$ cat config.mk
export PLATFORM = sky130hd
export DESIGN_NAME = ppd_decoder
export DESIGN_NICKNAME = d
export VERILOG_FILES = /design/src/rtl/ppd_pkg.sv /design/src/rtl/ppd_sync.sv /design/src/rtl/ppd_edge_meter.sv /design/src/rtl/ppd_fsm.sv /design/src/rtl/ppd_assembler.sv /design/src/rtl/ppd_decoder.sv
export SDC_FILE = /design/constraint.sdc
export NUM_CORES = 1
export LEC_CHECK = 0
export ABC_AREA = 1
export BUFFER_PORTS_ARGS = -buffer_cell sky130_fd_sc_hd__buf_2
export CAP_MARGIN = 40
export CELL_PAD_IN_SITES_DETAIL_PLACEMENT = 1
export CELL_PAD_IN_SITES_GLOBAL_PLACEMENT = 2
export CORE_ASPECT_RATIO = 0.5
export CORE_UTILIZATION = 38
export CTS_BUF_LIST = sky130_fd_sc_hd__clkbuf_4 sky130_fd_sc_hd__clkbuf_8 sky130_fd_sc_hd__clkbuf_16
export CTS_CLUSTER_DIAMETER = 30
export DETAILED_ROUTE_END_ITERATION = 12
export GPL_TIMING_DRIVEN = 0
export HOLD_SLACK_MARGIN = 0.03
export PLACE_DENSITY = 0.9
export SYNTH_ARGS = -nofsm -noshare
export SYNTH_HDL_FRONTEND = slang
export SYNTH_HIERARCHICAL = 1
export SYNTH_SLANG_ARGS = --single-unit
export TNS_END_PERCENT = 1
$ cat constraint.sdc
create_clock -name clk -period 6.05 [get_ports clk]
set_input_delay 0 -clock clk [delete_from_list [all_inputs] [get_ports clk]]
set_output_delay 0 -clock clk [all_outputs]
set_load 0.02 [all_outputs]
$ cat src/rtl/ppd_pkg.sv
package ppd_pkg;

  typedef enum logic [2:0] {
    ST_IDLE,
    ST_SOFH,
    ST_SOFL,
    ST_LEAD,
    ST_FIRST,
    ST_SECOND,
    ST_TRAIL
  } ppd_state_e;

  // true when v lies within centre +/- tol, inclusive
  function automatic bit in_win(int v, int centre, int tol);
    return (v >= centre - tol) && (v <= centre + tol);
  endfunction

endpackage

$ cat src/rtl/ppd_sync.sv
module ppd_sync #(
  parameter int STAGES = 2
) (
  input  logic clk,
  input  logic rst_n,
  input  logic din,
  output logic q
);
  logic [STAGES-1:0] chain;

  always_ff @(posedge clk or negedge rst_n) begin
    if (!rst_n) chain <= '0;
    else        chain <= {chain[STAGES-2:0], din};
  end

  assign q = chain[STAGES-1];
endmodule

$ cat src/rtl/ppd_edge_meter.sv
module ppd_edge_meter #(
  parameter int RUN_W = 8
) (
  input  logic             clk,
  input  logic             rst_n,
  input  logic             lvl,
  output logic             rise,
  output logic             fall,
  output logic [RUN_W-1:0] run
);
  logic lvl_d;

  assign rise = lvl & ~lvl_d;
  assign fall = ~lvl & lvl_d;

  // run holds the length of the level that was present before this cycle
  always_ff @(posedge clk or negedge rst_n) begin
    if (!rst_n) begin
      lvl_d <= 1'b0;
      run   <= '0;
    end else begin
      lvl_d <= lvl;
      if (rise || fall)  run <= {{(RUN_W-1){1'b0}}, 1'b1};
      else if (run != '1) run <= run + 1'b1;
    end
  end
endmodule

$ cat src/rtl/ppd_fsm.sv
module ppd_fsm
  import ppd_pkg::*;
#(
  parameter int RUN_W    = 8,
  parameter int PULSE    = 16,
  parameter int TOL      = 8,
  parameter int SOF_HIGH = 16,
  parameter int LEAD     = 160,
  parameter int SLOT     = 192,
  parameter int OFF_U0   = 16,
  parameter int OFF_U1   = 48,
  parameter int OFF_L1   = 128,
  parameter int OFF_L0   = 160,
  parameter int OFF_END  = 96
) (
  input  logic             clk,
  input  logic             rst_n,
  input  logic             rise,
  input  logic             fall,
  input  logic [RUN_W-1:0] run,
  output logic             sof_ok,
  output logic             eof,
  output logic             abort,
  output logic             sym_done,
  output logic [1:0]       pair,
  output logic             frame_en
);
  localparam int SPAN  = (SLOT > LEAD) ? SLOT : LEAD;
  localparam int POS_W = $clog2(SPAN + 1);

  ppd_state_e       state, nxt;
  logic [POS_W-1:0] pos;
  logic             up_q, up_n, lo;
  logic             width_bad;
  int               p, r;

  assign p         = int'(pos);
  assign r         = int'(run);
  assign width_bad = rise && !in_win(r, PULSE, TOL);
  assign pair      = {up_q, lo};
  assign frame_en  = (state == ST_LEAD) || (state == ST_FIRST) ||
                     (state == ST_SECOND) || (state == ST_TRAIL);

  always_comb begin
    nxt      = state;
    up_n     = up_q;
    lo       = 1'b0;
    sof_ok   = 1'b0;
    eof      = 1'b0;
    abort    = 1'b0;
    sym_done = 1'b0;
    case (state)
      ST_IDLE: if (rise) nxt = ST_SOFH;
      ST_SOFH: if (fall) nxt = in_win(r, SOF_HIGH, TOL) ? ST_SOFL : ST_IDLE;
      ST_SOFL: if (rise) begin
        if (in_win(r, PULSE, TOL)) begin
          sof_ok = 1'b1;
          nxt    = ST_LEAD;
        end else begin
          nxt = ST_IDLE;
        end
      end
      ST_LEAD: begin
        if (fall)               abort = 1'b1;
        else if (p == LEAD - 1) nxt   = ST_FIRST;
      end
      ST_FIRST: begin
        if (width_bad) abort = 1'b1;
        else if (fall) begin
          if (in_win(p, OFF_U0, TOL))      begin up_n = 1'b0; nxt = ST_SECOND; end
          else if (in_win(p, OFF_U1, TOL)) begin up_n = 1'b1; nxt = ST_SECOND; end
          else abort = 1'b1;
        end else if (p > OFF_U1 + TOL) abort = 1'b1;
      end
      ST_SECOND: begin
        if (width_bad) abort = 1'b1;
        else if (fall) begin
          if (in_win(p, OFF_L1, TOL)) begin
            lo = 1'b1; sym_done = 1'b1; nxt = ST_TRAIL;
          end else if (in_win(p, OFF_L0, TOL)) begin
            lo = 1'b0; sym_done = 1'b1; nxt = ST_TRAIL;
          end else if (in_win(p, OFF_END, TOL)) begin
            eof = 1'b1; nxt = ST_IDLE;
          end else abort = 1'b1;
        end else if (p > OFF_L0 + TOL) abort = 1'b1;
      end
      ST_TRAIL: begin
        if (width_bad || fall)  abort = 1'b1;
        else if (p == SLOT - 1) nxt   = ST_FIRST;
      end
      default: nxt = ST_IDLE;
    endcase
    if (abort) nxt = ST_IDLE;
  end

  always_ff @(posedge clk or negedge rst_n) begin
    if (!rst_n) begin
      state <= ST_IDLE;
      pos   <= '0;
      up_q  <= 1'b0;
    end else begin
      state <= nxt;
      up_q  <= up_n;
      if (sof_ok) pos <= {{(POS_W-1){1'b0}}, 1'b1};
      else begin
        case (state)
          ST_LEAD:                      pos <= (p == LEAD - 1) ? '0 : pos + 1'b1;
          ST_FIRST, ST_SECOND, ST_TRAIL: pos <= (p == SLOT - 1) ? '0 : pos + 1'b1;
          default:                      pos <= '0;
        endcase
      end
    end
  end
endmodule

$ cat src/rtl/ppd_assembler.sv
module ppd_assembler #(
  parameter int PAIRS = 4
) (
  input  logic                 clk,
  input  logic                 rst_n,
  input  logic                 clear,
  input  logic                 sym_done,
  input  logic [1:0]           pair,
  output logic [2*PAIRS-1:0]   dout,
  output logic                 dvalid
);
  localparam int IW = $clog2(PAIRS);

  logic [2*PAIRS-1:0] acc;
  logic [IW-1:0]      idx;

  // place a bit pair at slot k, lowest slot first
  function automatic logic [2*PAIRS-1:0] put_pair(logic [2*PAIRS-1:0] a,
                                                  logic [IW-1:0] k,
                                                  logic [1:0] pr);
    logic [2*PAIRS-1:0] res;
    res = a;
    res[{k, 1'b0} +: 2] = pr;
    return res;
  endfunction

  always_ff @(posedge clk or negedge rst_n) begin
    if (!rst_n) begin
      acc    <= '0;
      idx    <= '0;
      dout   <= '0;
      dvalid <= 1'b0;
    end else begin
      dvalid <= 1'b0;
      if (clear) begin
        acc <= '0;
        idx <= '0;
      end else if (sym_done) begin
        if (int'(idx) == PAIRS - 1) begin
          dout   <= put_pair(acc, idx, pair);
          dvalid <= 1'b1;
          acc    <= '0;
          idx    <= '0;
        end else begin
          acc <= put_pair(acc, idx, pair);
          idx <= idx + 1'b1;
        end
      end
    end
  end
endmodule

$ cat src/rtl/ppd_decoder.sv
module ppd_decoder #(
  parameter int SYNC_STAGES = 2,
  parameter int RUN_W       = 8,
  parameter int PAIRS       = 4,
  parameter int PULSE       = 16,
  parameter int TOL         = 8,
  parameter int SOF_HIGH    = 16,
  parameter int LEAD        = 160,
  parameter int SLOT        = 192,
  parameter int OFF_U0      = 16,
  parameter int OFF_U1      = 48,
  parameter int OFF_L1      = 128,
  parameter int OFF_L0      = 160,
  parameter int OFF_END     = 96
) (
  input  logic               clk,
  input  logic               rst_n,
  input  logic               din,
  output logic [2*PAIRS-1:0] dout,
  output logic               dvalid,
  output logic               frame_en
);
  logic             lvl, rise, fall;
  logic [RUN_W-1:0] run;
  logic             sof_ok, eof, abort, sym_done;
  logic [1:0]       pair;

  ppd_sync #(.STAGES(SYNC_STAGES)) u_sync (
    .clk(clk), .rst_n(rst_n), .din(din), .q(lvl)
  );

  ppd_edge_meter #(.RUN_W(RUN_W)) u_meter (
    .clk(clk), .rst_n(rst_n), .lvl(lvl), .rise(rise), .fall(fall), .run(run)
  );

  ppd_fsm #(
    .RUN_W(RUN_W), .PULSE(PULSE), .TOL(TOL), .SOF_HIGH(SOF_HIGH),
    .LEAD(LEAD), .SLOT(SLOT), .OFF_U0(OFF_U0), .OFF_U1(OFF_U1),
    .OFF_L1(OFF_L1), .OFF_L0(OFF_L0), .OFF_END(OFF_END)
  ) u_fsm (
    .clk(clk), .rst_n(rst_n), .rise(rise), .fall(fall), .run(run),
    .sof_ok(sof_ok), .eof(eof), .abort(abort), .sym_done(sym_done),
    .pair(pair), .frame_en(frame_en)
  );

  ppd_assembler #(.PAIRS(PAIRS)) u_asm (
    .clk(clk), .rst_n(rst_n), .clear(sof_ok | eof | abort),
    .sym_done(sym_done), .pair(pair), .dout(dout), .dvalid(dvalid)
  );
endmodule

---- Word level (Yosys, flattened, before mapping) ----
Cells that the tools add are included.
storage, ports and cells
  register bits after elaboration ......... 42
  word-level logic and storage cells ...... 152
cells by class
  $add $sub $neg .......................... 4
  $lt $le $gt $ge ......................... 14
  eq/ne operators ......................... 23
  shifts and indexed selects .............. 2
  multiplexer cells ....................... 70
  bitwise logic cells ..................... 8
  reductions and logical operators ........ 21
operator list
  cell                                                               count
  2-to-1 mux 8 bit                                                   8
  2-to-1 mux 3 bit                                                   17
  2-to-1 mux 1 bit                                                   36
  one-hot mux 3 bit (7 select lines)                                 1
  inequality test 3 bit, second input constant                       6
  adder 8 x 1 -> 8 bit, second input constant                        2
  == test 8 bit, second input constant                               2
  greater-or-equal comparator 8 x 4 -> 1 bit, second input constant  2
  greater-or-equal comparator 8 x 7 -> 1 bit, second input constant  2
  less-or-equal comparator 8 x 5 -> 1 bit, second input constant     2
  less-or-equal comparator 8 bit, second input constant              2
  one-hot mux 8 bit (2 select lines)                                 1
  inequality test 3 x 2 -> 1 bit, second input constant              5
  AND reduction 13 bit                                               1
  2-to-1 mux 2 bit                                                   5
  == test 3 bit, second input constant                               3
  bitwise mux 8 bit                                                  1
  greater-or-equal comparator 8 x 6 -> 1 bit, second input constant  1
  greater-or-equal comparator 8 bit, second input constant           1
  > comparator 8 x 6 -> 1 bit, second input constant                 1
  > comparator 8 bit, second input constant                          1
  less-or-equal comparator 8 x 6 -> 1 bit, second input constant     1
  less-or-equal comparator 8 x 7 -> 1 bit, second input constant     1
  inequality test 8 bit, second input constant                       1
  other kinds (21)                                                   39

---- Logic depth before layout (Yosys ltp) ----
Gate-level depths: netlist (run 1).
  depth in word-level cells ............... 12
  mapped depth ............................ 20
  depth with buffers taken out ............ 19

---- Cells and area by module ----
The synthesis (run 1) kept the hierarchy.
by module, submodules not included
  module          instances  cells an instance  area an instance (um^2)
  ppd_fsm         1          199                1211.2
  ppd_assembler   1          129                984.7
  ppd_edge_meter  1          65                 510.5
  ppd_sync        1          2                  50.0
  ppd_decoder     1          3                  11.3

---- Least setup slack after synthesis (run 1) ----
No wires, ideal clock.
  path type ............................... reg2reg
  from .................................... register u_fsm.pos[4]
  to ...................................... register u_asm.idx[0]
  library setup time ...................... 74 ps
  arrival time ............................ 1875 ps
  required time ........................... 5976 ps
  path slack .............................. 4101 ps
  cell stages (with the launch flop) ...... 20
  period minus slack after synthesis ...... 1949 ps
  cell sequence ........................... dfrtp_1 -> inv_2 -> nand2_2 -> nor2_1 -> nand2_1 -> nand3_1 -> nand2_2 -> nand3_2 -> nand2_1 -> nand2_1 -> o21ai_1 -> nand2_1 -> nand2_2 -> inv_1 -> nand2_1 -> inv_1 -> nand2_2 -> nor2_4 -> nand2_1 -> o21ai_2
RTL lines
  what                                                                                                          line                 RTL
  from (decl)                                                                                                   ppd_fsm.sv:32        logic [POS_W-1:0] pos;
  from (signal assigned)                                                                                        ppd_fsm.sv:104       if (sof_ok) pos <= {{(POS_W-1){1'b0}}, 1'b1};
  from (signal assigned)                                                                                        ppd_fsm.sv:107       ST_LEAD: pos <= (p == LEAD - 1) ? '0 : pos + 1'b1;
  from (signal assigned)                                                                                        ppd_fsm.sv:108       ST_FIRST, ST_SECOND, ST_TRAIL: pos <= (p == SLOT - 1) ? '0 : pos + 1'b1;
  greater-or-equal comparator 8 x 7 -> 1 bit / less-or-equal comparator 8 x 7 -> 1 bit (equally long branches)  ppd_pkg.sv:15        return (v >= centre - tol) && (v <= centre + tol);
  logical AND 1 bit                                                                                             ppd_pkg.sv:15
  2-to-1 mux 1 bit                                                                                              ppd_fsm.sv:82        end else if (in_win(p, OFF_END, TOL)) begin
  2-to-1 mux 1 bit                                                                                              ppd_fsm.sv:80        end else if (in_win(p, OFF_L0, TOL)) begin
  2-to-1 mux 1 bit                                                                                              ppd_fsm.sv:78        if (in_win(p, OFF_L1, TOL)) begin
  2-to-1 mux 1 bit                                                                                              ppd_fsm.sv:77        else if (fall) begin
  2-to-1 mux 1 bit                                                                                              ppd_fsm.sv:76        if (width_bad) abort = 1'b1;
  one-hot mux 1 bit (4 select lines) (*)                                                                        ppd_fsm.sv:52        case (state)
  via abort                                                                                                     ppd_decoder.sv:25    logic sof_ok, eof, abort, sym_done;
  OR 1 bit (*)                                                                                                  ppd_decoder.sv:47    .clk(clk), .rst_n(rst_n), .clear(sof_ok | eof | abort),
  2-to-1 mux 2 bit / nonzero test 2 bit (equally long branches)                                                 --
  to (signal assigned)                                                                                          ppd_assembler.sv:46  idx <= idx + 1'b1;
  to (decl)                                                                                                     ppd_assembler.sv:15  logic [IW-1:0] idx;
Mark *: on every way through the listed nets, which the timed path passes. The rest lies on a longest branch.
A chain may end at the register's enable or synchronous reset.

---- Worst setup path in the final report (run 1) ----
  from .................................... register u_fsm.pos[7]
  to ...................................... register u_asm.idx[0]
Same word-level chain as after synthesis.

==> tab_implementation.tex, run 1 <==
\begin{tabular}{lr}
\hline
Metric & Value \\
\hline
\multicolumn{2}{l}{\textbf{GRT}} \\
\quad Grt ovf & 0 \\
\quad Vias in the first global route & 2,623 \\
\quad Initial antenna violation count & 0 \\
\quad Aggregate global-route resource usage & 0.211 \\
\quad First-pass GRT wire length & 12.5 mm \\
\quad Largest net degree at the start of global routing & 25 \\
\multicolumn{2}{l}{\textbf{Logic synthesis}} \\
\quad Mean instance size in the synthesized netlist & roughly 7.0 µm² \\
\quad Synth unique cells & 33 \\
\quad Flop and latch count out of synthesis & 42 \\
\quad Yosys warning count & 6 \\
\quad Cells after Synth & 398 \\
\quad Cell area after technology mapping & 2770 µm² \\
\quad Post-synthesis sequential area ratio & 0.380 \\
\quad Syn nets & 412 \\
\multicolumn{2}{l}{\textbf{Routing}} \\
\quad 1st-pass router iterations & 4 \\
\quad Metal-1 WL & 3.57 mm \\
\quad Detailed-route wire length per cell & between 10 and 15 µm \\
\quad Met2 WL & 3.44 mm \\
\quad Total wirelength of the detailed-routed design & 7.23 mm \\
\quad Total number of vias & around 2,500 \\
\quad Initial DRC Count & 140 \\
\quad Uppermost signal routing layer after detailed routing & met4 \\
\quad DRC errors left & 0 \\
\quad Via-to-Cell Ratio & 4.92 \\
\quad Number of nets still failing antenna checks after routing & 0 \\
\quad Met3 WL post-DR & between 150 and 200 µm \\
\multicolumn{2}{l}{\textbf{STA}} \\
\quad Number of failing setup endpoints in the final timing report & 0 \\
\quad Number of slew-limit violations in the final report & 0 \\
\quad Share of the clock period used by the worst path after layout & 0.410 \\
\quad Final hold violation count & 0 \\
\quad Max-Slew Margin vs Limit & 0.652 \\
\quad Worst-Margin Slew & between 0.5 and 0.6 ns \\
\quad Setup Total Neg Slack & 0 ns \\
\quad Setup repair after global routing missed its margin & false \\
\quad Highest clock rate & 0.403 GHz \\
\quad Setup skew after layout & 0.00547 ns \\
\quad Minimum period implied by the final worst setup slack & roughly 2.5 ns \\
\multicolumn{2}{l}{\textbf{Critical path}} \\
\quad Crit path max fanout & 9 \\
\quad CP cell instances & inv\_2 > nand2\_1 > nor2\_1 > nand2\_1 > nand2\_1 > nand2\_1 > nand2\_1 > nand2\_1 > nor2\_2 > o21ai\_1 > nand2\_1 > nand2\_2 > inv\_1 > nand2\_1 > inv\_1 > nand2\_2 > nor2\_4 > nand2\_1 > o21ai\_2 \\
\quad Top Family by Delay on Critical Path & simple AND/OR/NAND/NOR gates \\
\quad Most used cell, CP & sky130\_fd\_sc\_hd\_\_nand2\_1 \\
\quad Max stage delay on crit path & 0.47 ns \\
\quad Cell with the biggest individual delay on the critical path & sky130\_fd\_sc\_hd\_\_dfrtp\_1 \\
\quad Worst path bufs/invs & 3 \\
\quad Arrival time at the worst endpoint & 2.71 ns \\
\quad Critical Path Start Type & flop \\
\quad Worst Setup Path Type & reg -> reg \\
\quad Critical path capture point type & flop \\
\quad Required time of the critical path & 6.27 ns \\
\quad Reg2Reg Setup Slack & $\sim$3.6 ns \\
\multicolumn{2}{l}{\textbf{Die}} \\
\quad Initial core utilization & 0.404 \\
\quad Number of standard-cell rows in the floorplan & 21 \\
\quad Overall die area & 7650 µm² \\
\quad Core Footprint & roughly 7000 µm² \\
\quad Horizontal die dimension & 123 µm \\
\quad Boundary pin count & 13 \\
\quad DIE HEIGHT & 62.3 µm \\
\multicolumn{2}{l}{\textbf{Placement}} \\
\quad Area post-placement & between 2000 and 3000 µm² \\
\quad Final RePlAce weighted congestion & between 0.7 and 0.8 \\
\quad Total half-perimeter wirelength after legalization and detailed placement & 5.71 mm \\
\quad Number of port buffers & 12 \\
\multicolumn{2}{l}{\textbf{Clocking}} \\
\quad Clk buf depth & 2 \\
\quad Post-CTS Setup Inserts & 0 \\
\quad H-tree depth & 2 \\
\quad Source-to-sink clock delay at the later pin of the worst-skew pair & 0.29 ns \\
\quad Count of instances resized after the clock tree is built & 0 \\
\quad TritonCTS clock tree & built \\
\quad Root cell of the clock tree & sky130\_fd\_sc\_hd\_\_clkbuf\_16 \\
\quad Number of buffers inserted by hold repair at cts & 2 \\
\quad CTS Buf Count & 5 \\
\quad Number of clock sinks & 42 \\
\quad Clock slew seen by the registers of the worst setup and hold paths & 0.07 ns \\
\multicolumn{2}{l}{\textbf{Cells and area}} \\
\quad Filler Cell Count & 895 \\
\quad Net count of the finished layout & roughly 430 \\
\quad Number of antenna diodes & 0 \\
\quad Final design instance area without fill & 3140 µm² \\
\quad Share of post-route cells with drive strength above 1 & 0.147 \\
\quad Layout-stage area growth over the synthesis result & 13.5\% \\
\quad Top library cells by usage in the layout, fill and taps aside & sky130\_fd\_sc\_hd\_\_nand2\_1 (147), sky130\_fd\_sc\_hd\_\_nor2\_1 (46), sky130\_fd\_sc\_hd\_\_inv\_1 (44) \\
\quad Commonest non-fill, non-tap cell in the layout & sky130\_fd\_sc\_hd\_\_nand2\_1 \\
\multicolumn{2}{l}{\textbf{Outcome}} \\
\quad Outcome & completed \\
\multicolumn{2}{l}{\textbf{Min path}} \\
\quad Tightest Hold Check Type & in -> async \\
\multicolumn{2}{l}{\textbf{Flow run}} \\
\quad Max-Cap Viols & 0 \\
\multicolumn{2}{l}{\textbf{Power}} \\
\quad Pwr/cell area & roughly 260 nW/µm² \\
\quad VDD IR max & 98.6 µV \\
\quad Static leakage & 1.64 nW \\
\hline
\end{tabular}
## routing by layer
| layer | vias up | GRT usage |
|---|---|---|
| met3 | 5 | 0.0441 |
| met4 | 0 | 0.0457 |
| met5 | - | 0 |
| met1 | 1215 | 0.274 |
| li1 | 1283 | - |
| met2 | 21 | 0.360 |
## worst paths after layout
| path | start | to | depth (start not counted) |
|---|---|---|---|
| worst min-delay path | rst_n | u_asm/acc[2] | 2 |
| worst max register to register | u_fsm/pos[7] | u_asm/idx[0] | 19 |
| worst min register to register | u_sync/chain[0] | u_sync/chain[1] | 0 |
| worst max-delay path | u_fsm/pos[7] | u_asm/idx[0] | 19 |
| min in group clk | din | u_sync/chain[0] | 2 |
| max in group asynchronous | rst_n | u_fsm/pos[4] | 3 |
## synthesized netlist by cell type, drive strengths merged
| master | instances | area (µm²) |
|---|---|---|
| nand2 | 159 | 632 |
| nor2 | 54 | 243 |
| inv | 52 | 198 |
| dfrtp | 42 | 1050 |
| nand3 | 24 | 153 |
| o21ai | 13 | 68.8 |
| a21oi | 11 | 55.1 |
| ha | 11 | 138 |
| nor3 | 8 | 40.0 |
| nand4 | 7 | 43.8 |
| buf | 4 | 30.0 |
| clkbuf | 2 | 7.51 |
| or2 | 2 | 12.5 |
| a21boi | 1 | 7.51 |
| a31oi | 1 | 6.26 |
| mux2 | 1 | 15.0 |
| o21bai | 1 | 7.51 |
| o22ai | 1 | 6.26 |
| o32ai | 1 | 8.76 |
| o41ai | 1 | 27.5 |
| xnor2 | 1 | 8.76 |
| xor2 | 1 | 8.76 |
## state kept, by name, summed over array words and instances (netlist names)
name / cells
u_asm/acc: 8
u_asm/idx: 2
u_asm/dout: 8
u_fsm/pos: 8
u_fsm/state: 3
u_sync/chain: 2
u_meter/lvl_d: 1
u_asm/dvalid: 1
u_fsm/up_q: 1
u_meter/run: 8
## stage by stage
stage / util / cells / total power (W) / worst slack (ns) / hold WS [ns]
after floorplan: - / 398 / 0.000481 / 4.10 / -0.296
after global placement: 0.429 / 502 / 0.000526 / 3.66 / 0.109
after detailed placement: 0.433 / 503 / 0.000539 / 3.57 / 0.00191
after CTS: 0.458 / 513 / 0.000824 / 3.56 / 0.224
after global routing: 0.458 / 513 / 0.000871 / 3.30 / 0.269
final: 0.458 / 513 / 0.000811 / 3.57 / 0.209
## final cells by class
| cell class | instances | area, µm² | share of cell area |
|---|---|---|---|
| repair buffers | 15 | 108 | 0.0343 |
| inverters | 52 | 198 | 0.0629 |
| plain buffers | 6 | 37.5 | 0.0120 |
| multi-input cells | 298 | 1480 | 0.472 |
| clock buffers | 5 | 125 | 0.0398 |
| flip-flops and latches | 42 | 1050 | 0.335 |
| clock inverters | 3 | 25.0 | 0.00797 |
| well taps | 92 | 115 | 0.0367 |
## power breakdown
part | total (W) | internal, W | switching [W]
Sequential | 0.000324 | 0.000303 | 0.0000206
Combinational | 0.000211 | 0.0000699 | 0.000141
Clock | 0.000277 | 0.000155 | 0.000122
Total | 0.000811 | 0.000528 | 0.000283
## cell families after synthesis
| logic type | count (synthesis) | share of synthesized area |
|---|---|---|
| buffers and inverters | 58 | 0.0850 |
| adder cells (fa/ha/maj) | 11 | 0.0497 |
| flip-flops | 42 | 0.380 |
| AO/OA/AOI/OAI | 30 | 0.0678 |
| XOR/XNOR | 2 | 0.00633 |
| AND/OR/NAND/NOR | 254 | 0.406 |
| multiplexers | 1 | 0.00542 |
(Power assumes the default switching activity.)
==> run 2: changes to the inputs <==
- ABC_AREA: 1 -> 0
- CORE_UTILIZATION: 38 -> 40
- PLACE_DENSITY: 0.9 -> 0.85
- clock period: 6.05 -> 2.3 ns (I/O delays scaled with it)
==> tab_implementation.tex, run 2 <==
\begin{tabular}{lr}
\hline
Metric & Value \\
\hline
\multicolumn{2}{l}{\textbf{Outcome}} \\
\quad Outcome & finished with violations \\
\quad Failing checks & setup timing \\
\multicolumn{2}{l}{\textbf{Logic synthesis}} \\
\quad Commonest cells in the synthesized netlist & sky130\_fd\_sc\_hd\_\_dfrtp\_1 (42), sky130\_fd\_sc\_hd\_\_nor2\_1 (28), sky130\_fd\_sc\_hd\_\_a21oi\_1 (26) \\
\quad Most used flip-flop cell after synthesis & sky130\_fd\_sc\_hd\_\_dfrtp\_1 \\
\quad Mean instance size in the synthesized netlist & 9.66 µm² \\
\quad Post-synthesis sequential area ratio & 0.391 \\
\quad Biggest area consumer among synthesized cells & sky130\_fd\_sc\_hd\_\_dfrtp\_1 \\
\quad Cell area after technology mapping & 2690 µm² \\
\quad Syn nets & just under 300 \\
\quad Area share of the leading cell type in the synthesized netlist & 0.391 \\
\quad Yosys warning count & 6 \\
\quad Synth unique cells & 67 \\
\quad Count of flip-flops with a built-in enable after synthesis & 0 \\
\quad Flop and latch count out of synthesis & 42 \\
\quad Leading cell types by total area after synthesis & sky130\_fd\_sc\_hd\_\_dfrtp\_1 (39\%), sky130\_fd\_sc\_hd\_\_ha\_1 (5.1\%), sky130\_fd\_sc\_hd\_\_a21oi\_1 (4.8\%), sky130\_fd\_sc\_hd\_\_nor2\_1 (3.9\%), sky130\_fd\_sc\_hd\_\_clkbuf\_8 (2.6\%) \\
\quad Most common cell in the netlist & sky130\_fd\_sc\_hd\_\_dfrtp\_1 \\
\quad Proportion of synthesized flip-flops having asynchronous set or reset & 1.00 \\
\quad Cells after Synth & 278 \\
\multicolumn{2}{l}{\textbf{Routing}} \\
\quad Total wirelength of the detailed-routed design & 6.83 mm \\
\quad Initial DRC Count & roughly 110 \\
\quad DRC errors left & 0 \\
\quad Number of nets still failing antenna checks after routing & 0 \\
\quad Total number of vias & 2,252 \\
\quad 1st-pass router iterations & 4 \\
\quad Via-to-Cell Ratio & 5.57 \\
\quad Detailed-route wire length per cell & roughly 17 µm \\
\multicolumn{2}{l}{\textbf{STA}} \\
\quad Smallest setup slack after layout & -0.444 ns \\
\quad Setup repair after global routing missed its margin & true \\
\quad Final hold violation count & 0 \\
\quad Max-Slew Margin vs Limit & 0.583 \\
\quad Number of failing setup endpoints in the final timing report & 19 \\
\quad Highest clock rate & 0.364 GHz \\
\quad Worst-Margin Slew & 0.623 ns \\
\quad Setup skew after layout & 0.00446 ns \\
\quad Share of the clock period used by the worst path after layout & 1.19 \\
\quad Minimum period implied by the final worst setup slack & 2.74 ns \\
\quad Number of slew-limit violations in the final report & 0 \\
\multicolumn{2}{l}{\textbf{Cells and area}} \\
\quad Final design instance area without fill & around 3300 µm² \\
\quad Top library cells by usage in the layout, fill and taps aside & sky130\_fd\_sc\_hd\_\_dfrtp\_1 (39), sky130\_fd\_sc\_hd\_\_nor2\_1 (27), sky130\_fd\_sc\_hd\_\_a21oi\_1 (25) \\
\quad Number of antenna diodes & 0 \\
\quad Multi-input logic area & 1530 µm² \\
\quad Layout-stage area growth over the synthesis result & 22.8\% \\
\quad Net count of the finished layout & 329 \\
\quad Storage cell area & 1050 µm² \\
\quad Share of post-route cells with drive strength above 1 & 0.275 \\
\quad Commonest non-fill, non-tap cell in the layout & sky130\_fd\_sc\_hd\_\_dfrtp\_1 \\
\quad Filler Cell Count & 718 \\
\multicolumn{2}{l}{\textbf{Placement}} \\
\quad Area post-placement & around 2900 µm² \\
\quad Total half-perimeter wirelength after legalization and detailed placement & 4.74 mm \\
\quad Number of port buffers & 12 \\
\quad Dpl ws & -0.775 ns \\
\quad Final RePlAce weighted congestion & 0.812 \\
\multicolumn{2}{l}{\textbf{Critical path}} \\
\quad Required time of the critical path & around 2.5 ns \\
\quad CP cell instances & or3\_4 > nor3\_4 > o32a\_4 > o21ai\_2 > or3\_4 > or3\_4 > and3b\_1 > buf\_6 > buf\_8 > nor2\_1 > a21oi\_1 \\
\quad Worst Setup Path Type & reg -> reg \\
\quad Arrival time at the worst endpoint & roughly 3.0 ns \\
\quad Critical Path Start Type & flop \\
\quad Cell with the biggest individual delay on the critical path & sky130\_fd\_sc\_hd\_\_or3\_4 \\
\quad Critical path capture point type & flop \\
\quad Max stage delay on crit path & $\sim$0.43 ns \\
\quad Crit path max fanout & 7 \\
\quad Most used cell, CP & sky130\_fd\_sc\_hd\_\_or3\_4 \\
\multicolumn{2}{l}{\textbf{GRT}} \\
\quad Largest net degree at the start of global routing & 31 \\
\quad First-pass GRT wire length & 11.2 mm \\
\quad Vias in the first global route & around 2,300 \\
\quad Grt ovf & 0 \\
\quad Initial antenna violation count & 0 \\
\quad Aggregate global-route resource usage & 0.205 \\
\multicolumn{2}{l}{\textbf{Die}} \\
\quad Number of standard-cell rows in the floorplan & 20 \\
\quad DIE HEIGHT & 59.9 µm \\
\quad Core Footprint & 6280 µm² \\
\quad Initial core utilization & 0.427 \\
\quad Overall die area & approximately 7000 µm² \\
\quad Boundary pin count & 13 \\
\quad Horizontal die dimension & 118 µm \\
\multicolumn{2}{l}{\textbf{Clocking}} \\
\quad Clock slew seen by the registers of the worst setup and hold paths & 0.06 ns \\
\quad TritonCTS clock tree & built \\
\quad Root cell of the clock tree & sky130\_fd\_sc\_hd\_\_clkbuf\_16 \\
\quad Clk buf depth & 2 \\
\quad CTS Buf Count & 5 \\
\quad Number of clock sinks & 42 \\
\quad Source-to-sink clock delay at the later pin of the worst-skew pair & 0.29 ns \\
\quad H-tree depth & 2 \\
\multicolumn{2}{l}{\textbf{Power}} \\
\quad Total chip power & 0.00209 W \\
\quad VDD IR max & 298 µV \\
\quad Pwr/cell area & 634 nW/µm² \\
\quad Static leakage & 1.45 nW \\
\multicolumn{2}{l}{\textbf{Flow run}} \\
\quad Max-Cap Viols & 0 \\
\multicolumn{2}{l}{\textbf{Min path}} \\
\quad Tightest Hold Check Type & in -> async \\
\hline
\end{tabular}
[run 2: cell count changes in the layout (fill, tap and decap cells not counted), sizes merged, moves of 6 or more]
cell,change
nor2b,+10
nand2,-147
buf,+18
a32o,+6
inv,-38
and3,+6
nand3,-10
nand4,-6
nor2,-26
a21oi,+16
[run 2: report_power, final]
part	leakage [nW]	switching (W)	internal, W	total [W]
sequential	0.568	0.0000419	0.000778	0.000820
combinational	0.802	0.000275	0.000196	0.000471
clock	0.0836	0.000292	0.000508	0.000800
total	1.45	0.000609	0.00148	0.00209
[run 2: cell type report]
type,instances,area share
Buffer,12,0.0414
Clock buffer,5,0.0380
Clock inverter,3,0.0121
Inverter,15,0.0171
Multi-Input combinational cell,208,0.465
Sequential cell,42,0.320
Tap cell,88,0.0334
Timing Repair Buffer,31,0.0732
[run 2: metal layers]
metal | vias to the layer above | part of all wire | global-route usage
met1 | 1122 | 0.44 | 0.235
li1 | 1080 | - | -
met4 | 0 | 0.013 | 0.0733
met2 | 40 | 0.51 | 0.386
met5 | - | 0 | 0
met3 | 10 | 0.034 | 0.0468
[run 2: final timing paths]
path	slack [ns]	start	end	depth (start not counted)
max in group asynchronous	1.68	rst_n	u_meter/run[2]	3
hold / removal	0.13	rst_n	u_asm/acc[6]	2
setup / recovery	-0.44	u_fsm/pos[1]	u_asm/dout[5]	11
hold reg to reg	0.35	u_sync/chain[0]	u_sync/chain[1]	0
setup reg to reg	-0.44	u_fsm/pos[1]	u_asm/dout[5]	11
min in group clk	0.35	u_sync/chain[0]	u_sync/chain[1]	0
[run 2: logic make-up after synthesis]
logic type               share of synthesized area
XOR/XNOR                                    0.0261
adder cells (fa/ha/maj)                     0.0513
buffers and inverters                       0.0727
flip-flops                                   0.391
multiplexers                                0.0191
AO/OA/AOI/OAI                                0.187
AND/OR/NAND/NOR                              0.253
[run 2: per-stage QoR]
| step | util | instances | hold slack [ns] | TNS (ns) |
|---|---|---|---|---|
| floorplan | - | 278 | -0.296 | -5.34 |
| global placement | 0.457 | 378 | 0.111 | -10.64 |
| detailed placement | 0.461 | 379 | -0.0909 | -11.93 |
| CTS | 0.511 | 400 | 0.135 | -6.76 |
| global route | 0.525 | 404 | 0.153 | -7.64 |
| finish | 0.525 | 404 | 0.131 | -6.06 |
[run 2: repair_timing]
| item | 4_1_cts | 5_1_grt |
|---|---|---|
| hold buffers | 2 | 0 |
| cloned | 0 | 1 |
| endpoints found under the setup margin | 19 | 22 |
| pin swaps | 11 | 7 |
| buffers inserted | 11 | 4 |
| hold endpoints to repair | 43 | 0 |
| gates resized for setup | 12 | 9 |
[run 2: critical path: cells and delay by family (launching register included)]
kind,cells,cell delay (ns)
buf+inv,2,0.25
simple gates,6,1.64
compound gates,3,0.38
flops,1,0.39
